<file path="src/rtl/pstr_pkg.sv">
package pstr_pkg;

    // Aggregation selector; the encoding is visible on the mode port.
    typedef enum logic [1:0] {
        AGG_EACH  = 2'd0,
        AGG_ANY   = 2'd1,
        AGG_RANGE = 2'd2,
        AGG_ORDER = 2'd3
    } agg_e;

    // Per-request configuration carried through the datapath.
    typedef struct packed {
        logic wide;
        agg_e mode;
    } op_cfg_t;

    localparam int unsigned BYTE_W = 8;
    localparam int unsigned WORD_W = 16;

    // Number of live lanes for a given operand width and element size.
    function automatic int unsigned lane_count(input int unsigned data_w, input logic wide);
        return wide ? data_w / WORD_W : data_w / BYTE_W;
    endfunction

endpackage

</file>
<file path="src/rtl/pstr_term.sv">
// Finds the first zero element of one operand and marks the lanes before it.
module pstr_term
    import pstr_pkg::*;
#(
    parameter int unsigned DATA_W = 128,
    localparam int unsigned NB    = DATA_W / BYTE_W,
    localparam int unsigned NW    = DATA_W / WORD_W,
    localparam int unsigned IDX_W = $clog2(NB + 1)
) (
    input  logic [DATA_W-1:0] data,
    input  logic              wide,
    output logic [IDX_W-1:0]  len,
    output logic [NB-1:0]     live
);

    logic [NB-1:0] zero_lane;

    for (genvar i = 0; i < NB; i++) begin : g_zero
        if (i < NW) begin : g_both
            assign zero_lane[i] = wide ? (data[WORD_W*i +: WORD_W] == '0)
                                       : (data[BYTE_W*i +: BYTE_W] == '0);
        end else begin : g_byte_only
            assign zero_lane[i] = wide ? 1'b0 : (data[BYTE_W*i +: BYTE_W] == '0);
        end
    end

    always_comb begin
        int unsigned cnt;
        cnt = lane_count(DATA_W, wide);
        len = IDX_W'(cnt);
        for (int i = NB - 1; i >= 0; i--) begin
            if ((i < int'(cnt)) && zero_lane[i]) begin
                len = IDX_W'(i);
            end
        end
    end

    for (genvar i = 0; i < NB; i++) begin : g_live
        assign live[i] = (IDX_W'(i) < len);
    end

endmodule

</file>
<file path="src/rtl/pstr_matrix.sv">
// Full grid of element-pair comparisons: row i is a first-operand element,
// column j a second-operand element.
module pstr_matrix
    import pstr_pkg::*;
#(
    parameter int unsigned DATA_W = 128,
    localparam int unsigned NB    = DATA_W / BYTE_W,
    localparam int unsigned NW    = DATA_W / WORD_W
) (
    input  logic [DATA_W-1:0]        op_a,
    input  logic [DATA_W-1:0]        op_b,
    input  logic                     wide,
    output logic [NB-1:0][NB-1:0]    eq,   // eq[i][j]: b_j == a_i
    output logic [NB-1:0][NB-1:0]    ge,   // ge[i][j]: b_j >= a_i
    output logic [NB-1:0][NB-1:0]    le    // le[i][j]: b_j <= a_i
);

    logic [WORD_W-1:0] ea [NB];
    logic [WORD_W-1:0] eb [NB];

    for (genvar i = 0; i < NB; i++) begin : g_elem
        if (i < NW) begin : g_both
            assign ea[i] = wide ? op_a[WORD_W*i +: WORD_W]
                                : {{(WORD_W-BYTE_W){1'b0}}, op_a[BYTE_W*i +: BYTE_W]};
            assign eb[i] = wide ? op_b[WORD_W*i +: WORD_W]
                                : {{(WORD_W-BYTE_W){1'b0}}, op_b[BYTE_W*i +: BYTE_W]};
        end else begin : g_byte_only
            assign ea[i] = wide ? '0 : {{(WORD_W-BYTE_W){1'b0}}, op_a[BYTE_W*i +: BYTE_W]};
            assign eb[i] = wide ? '0 : {{(WORD_W-BYTE_W){1'b0}}, op_b[BYTE_W*i +: BYTE_W]};
        end
    end

    for (genvar i = 0; i < NB; i++) begin : g_row
        for (genvar j = 0; j < NB; j++) begin : g_col
            assign eq[i][j] = (eb[j] == ea[i]);
            assign ge[i][j] = (eb[j] >= ea[i]);
            assign le[i][j] = (eb[j] <= ea[i]);
        end
    end

endmodule

</file>
<file path="src/rtl/pstr_reduce.sv">
// Folds the comparison grid into a mask over the second operand.
module pstr_reduce
    import pstr_pkg::*;
#(
    parameter int unsigned NB = 16
) (
    input  agg_e                  mode,
    input  logic [NB-1:0][NB-1:0] eq,
    input  logic [NB-1:0][NB-1:0] ge,
    input  logic [NB-1:0][NB-1:0] le,
    input  logic [NB-1:0]         live_a,
    input  logic [NB-1:0]         live_b,
    input  logic [NB-1:0]         lane_on,
    output logic [NB-1:0]         mask
);

    localparam int unsigned NPAIR = NB / 2;

    logic [NB-1:0] each_m, any_m, rng_m, ord_m;

    // Diagonal: lane j against lane j.
    for (genvar j = 0; j < NB; j++) begin : g_each
        assign each_m[j] = eq[j][j] & live_a[j] & live_b[j];
    end

    // Column OR over live first-operand elements.
    always_comb begin
        for (int j = 0; j < NB; j++) begin
            any_m[j] = 1'b0;
            for (int i = 0; i < NB; i++) begin
                any_m[j] = any_m[j] | (eq[i][j] & live_a[i]);
            end
            any_m[j] = any_m[j] & live_b[j];
        end
    end

    // Pairs (2k, 2k+1) give low/high bounds; both must be live.
    always_comb begin
        for (int j = 0; j < NB; j++) begin
            rng_m[j] = 1'b0;
            for (int k = 0; k < NPAIR; k++) begin
                rng_m[j] = rng_m[j] | (ge[2*k][j] & le[2*k+1][j] & live_a[2*k+1]);
            end
            rng_m[j] = rng_m[j] & live_b[j];
        end
    end

    // Diagonal AND: needle element k against haystack element j+k.
    // Dead needle lanes pass; a live needle lane past the haystack end fails.
    always_comb begin
        for (int j = 0; j < NB; j++) begin
            ord_m[j] = lane_on[j];
            for (int k = 0; k < NB; k++) begin
                if (live_a[k]) begin
                    if (j + k < NB) begin
                        ord_m[j] = ord_m[j] & live_b[j+k] & eq[k][j+k];
                    end else begin
                        ord_m[j] = 1'b0;
                    end
                end
            end
        end
    end

    always_comb begin
        unique case (mode)
            AGG_EACH:  mask = each_m;
            AGG_ANY:   mask = any_m;
            AGG_RANGE: mask = rng_m;
            AGG_ORDER: mask = ord_m;
            default:   mask = '0;
        endcase
    end

endmodule

</file>
<file path="src/rtl/pstr_match.sv">
module pstr_match
    import pstr_pkg::*;
#(
    parameter int unsigned DATA_W = 128,
    localparam int unsigned NB    = DATA_W / BYTE_W,
    localparam int unsigned NW    = DATA_W / WORD_W,
    localparam int unsigned IDX_W = $clog2(NB + 1)
) (
    input  logic              clk,
    input  logic              rst,
    input  logic              in_valid,
    input  logic [DATA_W-1:0] op_a,
    input  logic [DATA_W-1:0] op_b,
    input  logic              wide,
    input  logic [1:0]        mode,
    output logic              out_valid,
    output logic [NB-1:0]     mask,
    output logic [IDX_W-1:0]  index,
    output logic              a_end,
    output logic              b_end
);

    op_cfg_t cfg;
    assign cfg = '{wide: wide, mode: agg_e'(mode)};

    logic [IDX_W-1:0]      len_a, len_b, cnt;
    logic [NB-1:0]         live_a, live_b, lane_on, mask_c;
    logic [NB-1:0][NB-1:0] eq, ge, le;
    logic [IDX_W-1:0]      index_c;

    assign cnt = IDX_W'(lane_count(DATA_W, cfg.wide));

    for (genvar j = 0; j < NB; j++) begin : g_lane
        if (j < NW) begin : g_low
            assign lane_on[j] = 1'b1;
        end else begin : g_high
            assign lane_on[j] = ~cfg.wide;
        end
    end

    pstr_term #(.DATA_W(DATA_W)) u_term_a (
        .data (op_a),
        .wide (cfg.wide),
        .len  (len_a),
        .live (live_a)
    );

    pstr_term #(.DATA_W(DATA_W)) u_term_b (
        .data (op_b),
        .wide (cfg.wide),
        .len  (len_b),
        .live (live_b)
    );

    pstr_matrix #(.DATA_W(DATA_W)) u_matrix (
        .op_a (op_a),
        .op_b (op_b),
        .wide (cfg.wide),
        .eq   (eq),
        .ge   (ge),
        .le   (le)
    );

    pstr_reduce #(.NB(NB)) u_reduce (
        .mode    (cfg.mode),
        .eq      (eq),
        .ge      (ge),
        .le      (le),
        .live_a  (live_a),
        .live_b  (live_b),
        .lane_on (lane_on),
        .mask    (mask_c)
    );

    // Lowest set bit, scanning down so the lowest wins.
    always_comb begin
        index_c = cnt;
        for (int j = NB - 1; j >= 0; j--) begin
            if (mask_c[j]) begin
                index_c = IDX_W'(j);
            end
        end
    end

    always_ff @(posedge clk) begin
        if (rst) begin
            out_valid <= 1'b0;
            mask      <= '0;
            index     <= '0;
            a_end     <= 1'b0;
            b_end     <= 1'b0;
        end else begin
            out_valid <= in_valid;
            if (in_valid) begin
                mask  <= mask_c;
                index <= index_c;
                a_end <= (len_a < cnt);
                b_end <= (len_b < cnt);
            end
        end
    end

    // a request produces a result strobe on the next cycle only.
    a_r1_valid_next: assert property (@(posedge clk) disable iff (rst)
        in_valid |=> out_valid);
    a_r1_idle_next: assert property (@(posedge clk) disable iff (rst)
        !in_valid |=> !out_valid);

    // word requests never light lanes above the word count.
    a_r2_upper_clear: assert property (@(posedge clk) disable iff (rst)
        (in_valid && wide) |=> ((mask >> NW) == '0));

    // outside substring search, nothing at or past the haystack end matches.
    a_r3_tail_clear: assert property (@(posedge clk) disable iff (rst)
        (in_valid && (agg_e'(mode) != AGG_ORDER)) |-> ((mask_c & ~live_b) == '0));

    // index names the lowest set bit of the registered mask.
    a_r8_index_lowest: assert property (@(posedge clk) disable iff (rst)
        (out_valid && (mask != '0)) |->
            (mask[index] && ((mask & ((NB'(1) << index) - NB'(1))) == '0)));
    a_r8_index_empty: assert property (@(posedge clk) disable iff (rst)
        (in_valid && (mask_c == '0)) |=>
            (index == ($past(wide) ? IDX_W'(NW) : IDX_W'(NB))));

endmodule

</file>
<file path="config.mk">
export PLATFORM = sky130hd
export DESIGN_NAME = pstr_match
export DESIGN_NICKNAME = d
export VERILOG_FILES = /design/src/rtl/pstr_pkg.sv /design/src/rtl/pstr_term.sv /design/src/rtl/pstr_matrix.sv /design/src/rtl/pstr_reduce.sv /design/src/rtl/pstr_match.sv
export SDC_FILE = /design/constraint.sdc
export NUM_CORES = 2
export LEC_CHECK = 0
export BUFFER_PORTS_ARGS = -buffer_cell sky130_fd_sc_hd__buf_2
export CORE_UTILIZATION = 62
export CTS_CLUSTER_DIAMETER = 50
export DETAILED_ROUTE_END_ITERATION = 10
export GPL_ROUTABILITY_DRIVEN = 1
export GPL_TIMING_DRIVEN = 0
export PLACE_DENSITY = 0.88
export SYNTH_ARGS = -nofsm -noshare
export SYNTH_HDL_FRONTEND = slang
export SYNTH_HIERARCHICAL = 1
export SYNTH_SLANG_ARGS = --single-unit
</file>
<file path="constraint.sdc">
create_clock -name clk -period 6.36 [get_ports clk]
set_input_delay 0.318 -clock clk [delete_from_list [all_inputs] [get_ports clk]]
set_output_delay 0.318 -clock clk [all_outputs]
set_load 0.05 [all_outputs]
</file>
==> flow_metrics.py, run 1 <==
metrics = {
    "floorplan": {
        "die_width_um": 331,
        "start_util_pct": 62.6,
        "rows": 120,
        "die_y_um": 331,
        "boundaryPins": 286,
    },
    "outcome": {
        "tool.error": "[ERROR GRT-0116] Global routing finished with congestion. Check the congestion regions in the DRC Viewer.",
        "status": "did not finish",
        "haltStage": "global routing",
    },
    "clocking": {
        "cts_root_buf": "clkbuf_16",
        "postCtsHoldBufs": 0,
        "numCtsBuffers": 3,
        "htreeDepth": 1,
        "clk_path_buf_depth": 2,
    },
    "synthesis": {
        "avgSynthCellArea_um2": 7.73,
        "syn_area_mm2": 0.0670,
        "synthCells": 8671,
        "yosysWarningCount": 6,
    },
    "placed_design": {
        "hpwl_um": 330000,
        "place_area_mm2": 0.0726,
        "gp_congestion": 1.41,
        "dp_slack_ps": -2320,
        "io_buffers": 283,
    },
    "global_route": {
        "grt_max_degree": 20,
        "grt_pass1_vias": 87500,
        "grt_first_pass_wirelength_um": 648000,
        "track_usage_pct": 82.4,
        "grt-ovfl-total": 6,
    },
}
## through the flow
stage,std cells,util [%]
3_3_place_gp,10400,65.6
2_1_floorplan,8678,-
3_5_place_dp,10400,67.9
4_1_cts,10500,69.9
## per-layer routing
| metal | overflow | track usage (%) |
|---|---|---|
| met4 | 3 | 74.4 |
| met2 | 3 | 92.4 |
| met1 | 0 | 84.8 |
| met5 | 0 | 49.0 |
| met3 | 0 | 74.5 |
## what timing repair did
action                     in CTS
resized for setup             329
buffers inserted              103
cloned                          0
setup endpoints to repair      21
==> inputs of run 2 (changes only) <==
--- a/config.mk
+++ b/config.mk
@@ -6,12 +6,11 @@
 export NUM_CORES = 2
 export LEC_CHECK = 0
 export BUFFER_PORTS_ARGS = -buffer_cell sky130_fd_sc_hd__buf_2
-export CORE_UTILIZATION = 62
-export CTS_CLUSTER_DIAMETER = 50
+export CORE_UTILIZATION = 40
 export DETAILED_ROUTE_END_ITERATION = 10
 export GPL_ROUTABILITY_DRIVEN = 1
 export GPL_TIMING_DRIVEN = 0
-export PLACE_DENSITY = 0.88
+export PLACE_DENSITY_LB_ADDON = 0.15
 export SYNTH_ARGS = -nofsm -noshare
 export SYNTH_HDL_FRONTEND = slang
 export SYNTH_HIERARCHICAL = 1
==> flow_metrics.py, run 2 <==
metrics = {
    "power": {
        "p_total_uw": 8180,
        "p_leak_uw": 0.0363,
        "swShare_pct": 64.8,
        "power_frac_comb_pct": 95.7,
        "clkPwrFrac_pct": 2.3,
        "ir_drop_mv": 0.0759,
        "switchingPower_uw": 5300,
        "p_int_uw": 2880,
        "power-per-cell-area_mw_per_mm2": 104,
        "seqPwrFrac_pct": 2.0,
    },
    "floorplan": {
        "die_width_um": 411,
        "start_util_pct": 40.5,
        "die_y_um": 411,
        "die-area_mm2": 0.169,
        "core-area_mm2": 0.166,
        "rows": 149,
        "boundaryPins": 286,
    },
    "global_route": {
        "grtUsageMet1_pct": 67.8,
        "gr-usage-met2_pct": 75.0,
        "busiest_layer": "met2",
        "grt-ovfl-total": 0,
        "grtUsageMet3_pct": 28.0,
        "grt_pass1_vias": 78500,
        "antenna_found_initial": 71,
        "track_usage_pct": 57.0,
        "grt_max_degree": 20,
        "grt_first_pass_wirelength_um": 661000,
    },
    "worst_setup_path": {
        "reg2regPathDepth": 3,
        "crit_chain": "buf_4, nor4_1, nand2_1, o221ai_1, a21o_2, inv_1, clkbuf_2, clkbuf_1, clkbuf_1, nand3_1, nand4_1, a221oi_1, o22ai_2, o31ai_1, a2111oi_0, o41ai_1",
        "critPathSlowestCell": "clkbuf_1",
        "crit_family": "buffers and inverters",
        "regToRegStartpoint": "index[4]$_SDFFE_PP0P_",
        "crit_path_end_kind": "flip-flop",
        "cp_data_required_time_ps": 6490,
        "r2r_slack_ps": 5620,
        "worstPathArrival_ps": 7090,
        "reg2reg_to": "index[4]$_SDFFE_PP0P_",
        "worstSetupStartpointType": "input port",
        "crit_top_cell": "clkbuf_1",
        "crit_buf_inv": 5,
        "slowest_delay_ps": 1190,
        "path_class": "in2reg",
        "crit_fanout": 17,
    },
    "timing": {
        "worstMarginPinSlew_ps": 1760,
        "slew_headroom_pct": -17.8,
        "fin_crit_sh_pct": 109,
        "clock.fmax_mhz": 144,
        "period_minus_slack_ps": 6960,
        "finalHoldViolCount": 0,
        "fin_tns_setup_ps": -2160,
        "clock_skew_ps": 0,
        "rsz0062_at_grt": "true",
        "finalWorstSetupSlack_ps": -602,
        "setup_viol": 5,
        "drv_slew": 144,
    },
    "route": {
        "wirelength_um": 506000,
        "drt_iter0_markers": 13800,
        "ant_nets": 0,
        "vias": 86600,
        "drc": 3,
        "vias_per_cell": 7.55,
        "wl_per_cell_um": 44.2,
        "dr.pass1.iters": 11,
    },
    "cells_and_area": {
        "final_core_util_pct": 47.4,
        "final_net_count": 11900,
        "final_common_cell": "ha_1",
        "largest-register": "mask",
        "num-fill-cells": 16300,
        "syn_to_final_growth_pct": 17.1,
        "largest_reg_flops": 16,
        "drive_gt1_share_pct": 13.7,
        "largestRegisters": "mask: 16 flops, index: 5 flops",
        "layout_common_cells": "ha_1, a21oi_1, nand2_1",
    },
    "clocking": {
        "clk_path_buf_depth": 2,
        "clk_pin_slew_worst_paths_ps": 70,
        "numCtsBuffers": 3,
        "htreeDepth": 1,
        "clock-sinks": 24,
        "cts_root_buf": "clkbuf_16",
        "cts_tree": "yes",
        "worstSkewPairLatency_ps": 270,
        "postCtsHoldBufs": 0,
    },
    "outcome": {
        "violations": "DRC, capacitance limit, slew limit, setup timing",
        "status": "complete, but fails checks",
    },
    "hold_path": {
        "hold_end": "index[3]$_SDFFE_PP0P_",
        "min_from": "rst",
        "min_path_type": "in2reg",
        "holdPathStages": 2,
    },
    "job": {
        "cap_violations": 13,
    },
    "synthesis": {
        "yosysWarningCount": 6,
        "synthCells": 8671,
        "avgSynthCellArea_um2": 7.73,
        "syn_area_mm2": 0.0670,
    },
    "placed_design": {
        "io_buffers": 283,
        "hpwl_um": 390000,
        "gp_congestion": 1.17,
        "dp_slack_ps": -3210,
    },
}
## run 2: worst register-to-register path, stage by stage (launching register included)
cell and delay [ps]:
dfxtp_1 310, nor2b_1 130, a21oi_1 120, nor2_1 50
## run 2: how the worst max path moves through the flow
| stage | from | endpoint | slack, ps | cells past startpoint |
|---|---|---|---|---|
| finish | op_a[0] | index[1]$_SDFFE_PP0P_ | -600 | 16 |
| global route | op_a[127] | index[1]$_SDFFE_PP0P_ | -10 | 19 |
| CTS | wide | index[2]$_SDFFE_PP0P_ | 2 | 25 |
| detailed placement | wide | index[0]$_SDFFE_PP0P_ | -3210 | 21 |
| global placement | wide | index[0]$_SDFFE_PP0P_ | -5100 | 20 |
| floorplan | wide | index[2]$_SDFFE_PP0P_ | 1180 | 24 |
## run 2: layout make-up
cell class	instances	area, um2	area share [%]
Multi-Input combinational cell	8133	67100	85.6
Timing Repair Buffer	556	5420	6.90
Tap cell	2189	2740	3.49
Buffer	259	1500	1.91
Inverter	257	965	1.23
Sequential cell	24	480	0.612
Antenna cell	45	113	0.144
Clock buffer	3	75.1	0.0957
Clock inverter	1	30.0	0.0383
## run 2: power groups by stage
stage          registers, uW  logic [uW]  clock network, uW
3_3_place_gp             165        6390                  0
4_1_cts                  162        7230                191
2_1_floorplan            189        3900                  0
5_1_grt                  162        8120                196
6_report                 162        7830                190
3_5_place_dp             165        6950                  0
## run 2: what timing repair did
item,4_1_cts,5_1_grt
pin swaps,8,10
endpoints found under the setup margin,21,6
resized for setup,409,102
cloned,0,0
buffers inserted,106,45
## run 2: metal layers
| metal | vias up | part of all wire (%) |
|---|---|---|
| met5 | - | 0.10 |
| met1 | 41200 | 37 |
| met3 | 2368 | 16 |
| li1 | 35200 | - |
| met2 | 7784 | 36 |
| met4 | 42 | 11 |
## run 2: per-stage QoR
stage	hold WS, ps	cells	cell area, um2
CTS	387	11400	77500
floorplan	536	8678	67000
detailed placement	444	11300	74800
finish	386	11500	78500
global placement	442	11200	71200
global route	409	11400	78400
Note: power is estimated with default switching activity, not from simulation.
